--- src/rtl/crc_coproc_pkg.sv ---
package crc_coproc_pkg;
  typedef enum logic [1:0] {
    OP_SETPOLY   = 2'd0,
    OP_LOADSTART = 2'd1,
    OP_INSERT    = 2'd2,
    OP_READ      = 2'd3
  } crc_op_e;
endpackage

--- src/rtl/crc_cmd_hold.sv ---
module crc_cmd_hold import crc_coproc_pkg::*; #(
  parameter int W = 32
) (
  input  logic         clk,
  input  logic         rst_n,
  input  logic         start,
  input  logic [1:0]   sel,
  input  logic [W-1:0] opa,
  input  logic [W-1:0] opb,
  input  logic         accept,
  output logic         cmd_v,
  output crc_op_e      cmd_op,
  output logic [W-1:0] cmd_a,
  output logic [W-1:0] cmd_b
);
  logic         pend_v;
  crc_op_e      pend_op;
  logic [W-1:0] pend_a, pend_b;

  assign cmd_v  = start | pend_v;
  assign cmd_op = start ? crc_op_e'(sel) : pend_op;
  assign cmd_a  = start ? opa : pend_a;
  assign cmd_b  = start ? opb : pend_b;

  always_ff @(posedge clk or negedge rst_n) begin
    if (!rst_n) begin
      pend_v  <= 1'b0;
      pend_op <= OP_SETPOLY;
      pend_a  <= '0;
      pend_b  <= '0;
    end else if (start && !accept) begin
      pend_v  <= 1'b1;
      pend_op <= crc_op_e'(sel);
      pend_a  <= opa;
      pend_b  <= opb;
    end else if (accept) begin
      pend_v  <= 1'b0;
    end
  end

  AST_NO_START_WHILE_HELD: assert property (@(posedge clk) disable iff (!rst_n)
    pend_v |-> !start);
endmodule

--- src/rtl/crc_bit_engine.sv ---
module crc_bit_engine #(
  parameter int W  = 32,
  localparam int CW = $clog2(W + 1)
) (
  input  logic          clk,
  input  logic          rst_n,
  input  logic [W-1:0]  poly,
  input  logic          load_en,
  input  logic [W-1:0]  load_val,
  input  logic          ins_en,
  input  logic [W-1:0]  ins_data,
  input  logic [CW-1:0] ins_cnt,
  output logic [W-1:0]  crc,
  output logic          busy
);
  logic [W-1:0]  sreg;
  logic [CW-1:0] cnt;

  function automatic logic [W-1:0] crc_bit(input logic [W-1:0] c,
                                           input logic b,
                                           input logic [W-1:0] p);
    logic fb;
    fb = c[W-1] ^ b;
    return {c[W-2:0], 1'b0} ^ (fb ? p : '0);
  endfunction

  always_ff @(posedge clk or negedge rst_n) begin
    if (!rst_n) begin
      crc  <= '0;
      sreg <= '0;
      cnt  <= '0;
      busy <= 1'b0;
    end else if (load_en) begin
      crc  <= load_val;
      cnt  <= '0;
      busy <= 1'b0;
    end else if (ins_en) begin
      sreg <= ins_data << (W - int'(ins_cnt));
      cnt  <= ins_cnt;
      busy <= 1'b1;
    end else if (busy) begin
      crc  <= crc_bit(crc, sreg[W-1], poly);
      sreg <= {sreg[W-2:0], 1'b0};
      cnt  <= cnt - CW'(1);
      if (cnt == CW'(1)) busy <= 1'b0;
    end
  end

  AST_CNT_IN_RANGE: assert property (@(posedge clk) disable iff (!rst_n)
    busy |-> (cnt >= CW'(1) && cnt <= CW'(W)));
  AST_CNT_STEPS_DOWN: assert property (@(posedge clk) disable iff (!rst_n)
    (busy && cnt > CW'(1) && !load_en) |=> (busy && cnt == $past(cnt) - CW'(1)));
  AST_LAST_BIT_IDLES: assert property (@(posedge clk) disable iff (!rst_n)
    (busy && cnt == CW'(1)) |=> !busy);
  AST_CRC_QUIET: assert property (@(posedge clk) disable iff (!rst_n)
    (!busy && !load_en) |=> $stable(crc));
endmodule

--- src/rtl/crc_coproc.sv ---
module crc_coproc import crc_coproc_pkg::*; #(
  parameter int W = 32,
  localparam int CW = $clog2(W + 1)
) (
  input  logic         clk,
  input  logic         rst_n,
  input  logic         start,
  input  logic [1:0]   sel,
  input  logic [31:0]  opa,
  input  logic [31:0]  opb,
  output logic         done,
  output logic [31:0]  result
);
  logic          cmd_v, accept, eng_busy;
  crc_op_e       cmd_op;
  logic [W-1:0]  cmd_a, cmd_b, poly, crc;
  logic          ins_accept, rd_accept, ld_accept, poly_accept;

  function automatic logic [CW-1:0] clamp_cnt(input logic [W-1:0] b);
    return (b == '0 || b > W) ? CW'(W) : b[CW-1:0];
  endfunction

  crc_cmd_hold #(.W(W)) i_hold (
    .clk(clk), .rst_n(rst_n), .start(start), .sel(sel), .opa(opa), .opb(opb),
    .accept(accept), .cmd_v(cmd_v), .cmd_op(cmd_op), .cmd_a(cmd_a), .cmd_b(cmd_b)
  );

  always_comb begin
    unique case (cmd_op)
      OP_SETPOLY, OP_LOADSTART: accept = cmd_v;
      default:                  accept = cmd_v & ~eng_busy;
    endcase
  end

  assign poly_accept = accept && cmd_op == OP_SETPOLY;
  assign ld_accept   = accept && cmd_op == OP_LOADSTART;
  assign ins_accept  = accept && cmd_op == OP_INSERT;
  assign rd_accept   = accept && cmd_op == OP_READ;

  crc_bit_engine #(.W(W)) i_eng (
    .clk(clk), .rst_n(rst_n), .poly(poly),
    .load_en(ld_accept), .load_val(cmd_a),
    .ins_en(ins_accept), .ins_data(cmd_a), .ins_cnt(clamp_cnt(cmd_b)),
    .crc(crc), .busy(eng_busy)
  );

  always_ff @(posedge clk or negedge rst_n) begin
    if (!rst_n) begin
      done   <= 1'b0;
      poly   <= '0;
      result <= '0;
    end else begin
      done <= accept;
      if (poly_accept) poly   <= cmd_a;
      if (rd_accept)   result <= crc;
    end
  end

  AST_INSERT_ON_IDLE: assert property (@(posedge clk) disable iff (!rst_n)
    ins_accept |-> !eng_busy);
  AST_READ_ON_IDLE: assert property (@(posedge clk) disable iff (!rst_n)
    rd_accept |-> !eng_busy);
  AST_LOAD_ONE_CYCLE: assert property (@(posedge clk) disable iff (!rst_n)
    (start && sel == 2'd1) |=> done);
  AST_POLY_ONE_CYCLE: assert property (@(posedge clk) disable iff (!rst_n)
    (start && sel == 2'd0) |=> (done && poly == $past(opa)));
  AST_SINGLE_ACCEPT: assert property (@(posedge clk) disable iff (!rst_n)
    $onehot0({poly_accept, ld_accept, ins_accept, rd_accept}));
endmodule

--- config.mk ---
export PLATFORM = sky130hd
export DESIGN_NAME = crc_coproc
export DESIGN_NICKNAME = d
export VERILOG_FILES = /design/src/rtl/crc_coproc_pkg.sv /design/src/rtl/crc_cmd_hold.sv /design/src/rtl/crc_bit_engine.sv /design/src/rtl/crc_coproc.sv
export SDC_FILE = /design/constraint.sdc
export NUM_CORES = 1
export LEC_CHECK = 0
export ABC_CLOCK_PERIOD_IN_PS = 7600
export BUFFER_PORTS_ARGS = -buffer_cell sky130_fd_sc_hd__buf_2
export CAP_MARGIN = 20
export CORE_UTILIZATION = 30
export CTS_CLUSTER_DIAMETER = 80
export DETAILED_ROUTE_END_ITERATION = 12
export PLACE_DENSITY = 0.45
export SLEW_MARGIN = 10
export SYNTH_ARGS = -nofsm -noshare
export SYNTH_HDL_FRONTEND = slang
export SYNTH_SLANG_ARGS = --single-unit
--- constraint.sdc ---
create_clock -name clk -period 7.6 [get_ports clk]
set_input_delay 0.76 -clock clk [delete_from_list [all_inputs] [get_ports clk]]
set_output_delay 0.76 -clock clk [all_outputs]
set_load 0.02 [all_outputs]
==> impl_metrics.tcl <==
set metrics [dict create \
    place_congestion 0.894 \
    clk_latency_ns 0.54 \
    cts_root_buf "clkbuf_16" \
    relSlewSlack_pct 30.6 \
    worstPathArrival_ns 5.07 \
    clock-sinks 203 \
    p_leak_nw 5.37 \
    overflow 0 \
    layout_commonest_cell "dfrtp_1" \
    drt_iter0_markers 530 \
    dr.pass1.iters 10 \
    num_vias 8379 \
    synth_compound_area_share_pct 14.8 \
    hold_viol_final 0 \
    cts-buffers-inserted 24 \
    finalWorstSetupSlack_ns 3.00 \
    grt_use_total_pct 17.1 \
    core_mm2 0.0357 \
    drc 18 \
    cts.htree.levels 1 \
    rows 69 \
    io_pins 102 \
    cp_max_fo 20 \
    synth_adder_area_share_pct 0.345 \
    path_class "primary input to flip-flop" \
    grt_pass1_vias 8293 \
    die_area_mm2 0.0370 \
    fill_cells 3615 \
    violations "design-rule violations" \
    tritoncts "yes" \
    synth-warning-count 0 \
    postSynthCellCount 1034 \
    finalNetCount 1181 \
    status "complete, but fails checks" \
    critPathMaxStageDelay_ns 0.60 \
    syn_area_mm2 0.0109 \
    max_freq_mhz 217 \
    final-setup-viol-count 0 \
    async_flop_share_pct 100 \
    finClkSkew_ns 0.0225 \
    worstPathCellList "buf_2, nor4b_2, nand4_1, o22a_2, nor3_1, nand2_1, ha_1, buf_4, inv_1, or4_1, o22ai_1, o31ai_1, a31o_1, a31oi_1" \
    avgSynthCellArea_um2 10.5 \
    hold_path_class "primary input to async pin" \
    final_antenna_net_count 0 \
    fp.dieW_um 192 \
    wl_per_cell_um 19.4 \
    synth_top_family_by_area "multiplexers" \
    ys_ff_latch 203 \
    grt_pass1_wl_mm 49.2 \
    synth_seq_area_share_pct 46.7 \
    layout_common_cells "dfrtp_1 (202), nand2_1 (134), mux2_2 (106), buf_2 (100), o21ai_0 (85)" \
    area_growth_pct 17.5 \
    period_share_pct 60.6 \
    cts.clk_slew.worst_paths_ns 0.07 \
    post-place-ws_ns 2.11 \
    synth_edf_count 0 \
    required_ns 8.06 \
    cellPowerDensity_mw_per_mm2 405 \
    grt_max_degree 83 \
    muxShareOfSynthArea_pct 20.4 \
    slew_viol_final 0 \
    crit_slowest_cell "ha_1" \
    synthSimpleGateAreaFrac_pct 11.4 \
    fin_setup_tns_ns 0 \
    vdd_drop_max_v 0.000174 \
    via_per_inst 5.28 \
    grt_setup_unrepaired "false" \
    wl_mm 30.9 \
    n_antenna_cell 0 \
    cp-start-kind "primary input" \
    cap_violations 0 \
    cts_buffer_depth 3 \
    syn_nets 1106 \
    post_cts_buffers 0 \
    port-buffer-count 101 \
    hpwl_mm 20.9 \
    fp.dieH_um 192 \
    ys_types 69 \
    tightest_slew_ns 1.04 \
    drive_above_1_share_pct 26.7 \
    cts_resized 0 \
    antenna_found_initial 1 \
    synthFlopType "dfrtp_1" \
    holdBufCountCts 0 \
    initial_core_util_pct 30.5 \
    period_needed_ns 4.60 \
    end_kind "flip-flop" \
    synthXorXnorAreaFrac_pct 3.06 \
]
==> per-stage QoR <==
step / hold slack (ns) / utilization [%] / power [mW] / std cells / instance area (µm²)
after floorplan: 0.449 / - / 3.31 / 1034 / 10900
after global placement: 0.461 / 33.2 / 3.89 / 1541 / 11800
after detailed placement: 0.470 / 33.2 / 3.91 / 1541 / 11800
after CTS: 0.192 / 35.7 / 5.24 / 1585 / 12700
after global routing: 0.213 / 35.9 / 5.57 / 1588 / 12800
final: 0.172 / 35.9 / 5.18 / 1588 / 12800
==> flip-flops by register name, indices dropped and copies added (netlist names) <==
register,cells
i_eng.crc,32
i_eng.sreg,32
i_hold.pend_a,32
i_hold.pend_b,32
poly,32
result,32
i_eng.cnt,6
i_hold.pend_op,2
done,1
i_eng.busy,1
i_hold.pend_v,1
==> where the power goes <==
| group | internal (mW) | total, mW | switching [mW] |
|---|---|---|---|
| Sequential | 1.62 | 1.97 | 0.348 |
| Combinational | 0.831 | 1.91 | 1.08 |
| Clock | 0.812 | 1.30 | 0.483 |
| Total | 3.27 | 5.18 | 1.91 |
==> synth_stat cells, types with 6 or more instances <==
master	n	area, µm²
a221oi_1	15	131
inv_1	9	33.8
nor4_1	11	68.8
a22oi_1	11	82.6
mux2i_1	72	721
a21oi_1	23	115
mux2_2	106	1190
o211ai_1	35	263
nor2b_1	6	37.5
dfrtp_1	203	5080
nand3_1	15	75.1
clkbuf_1	50	188
nor2_1	57	214
nand2b_1	6	37.5
o21ai_0	85	425
nor3_1	15	75.1
xor2_1	34	298
o22ai_1	15	93.8
a31oi_1	8	50.1
mux4_2	13	293
buf_2	12	60.1
nand2_1	135	507
==> cells by family (layout without fill, tap and decap cells) <==
group / count (synthesis) / after routing
simple gates: 272 / 272
compound gates: 244 / 244
flops: 203 / 203
mux: 192 / 192
buf+inv: 82 / 175
xor+xnor: 38 / 38
fa+ha+maj: 3 / 3
==> path summary, 6_finish.rpt <==
check                                  start                to  slack [ns]  depth (start not counted)
setup / recovery                       start    i_eng.sreg[30]        3.00                         14
hold / removal                         rst_n        result[16]        0.17                          1
setup reg to reg           i_hold.pend_b[12]    i_eng.sreg[30]        3.05                         13
hold reg to reg                      poly[3]           poly[3]        0.48                          2
max in group asynchronous              rst_n  i_hold.pend_b[3]        6.06                          2
min in group clk                      opa[7]  i_hold.pend_a[7]        0.47                          2
==> critical path, delay by kind of cell <==
| family | cells | cell delay, ns |
|---|---|---|
| AOI/OAI and AO/OA | 5 | 1.06 |
| adders and majority gates | 1 | 0.60 |
| buffers and inverters | 3 | 1.04 |
| and+or+nand+nor | 5 | 1.57 |
==> layer usage <==
metal | track usage (%) | wire length (µm)
met5 | 0 | 0
met4 | 5.30 | 883
met3 | 2.75 | 1590
met2 | 27.0 | 13900
met1 | 23.7 | 14500
==> final cells by class <==
cell class	instances	area [µm²]	area share, %
clock buffer	36	747	5.84
clock inverter	8	143	1.12
inverter	10	37.5	0.294
multi-input combinational	749	5480	42.9
sequential	203	5080	39.7
tap	461	577	4.51
timing repair buffer	121	718	5.62
(Power assumes the default switching activity.)
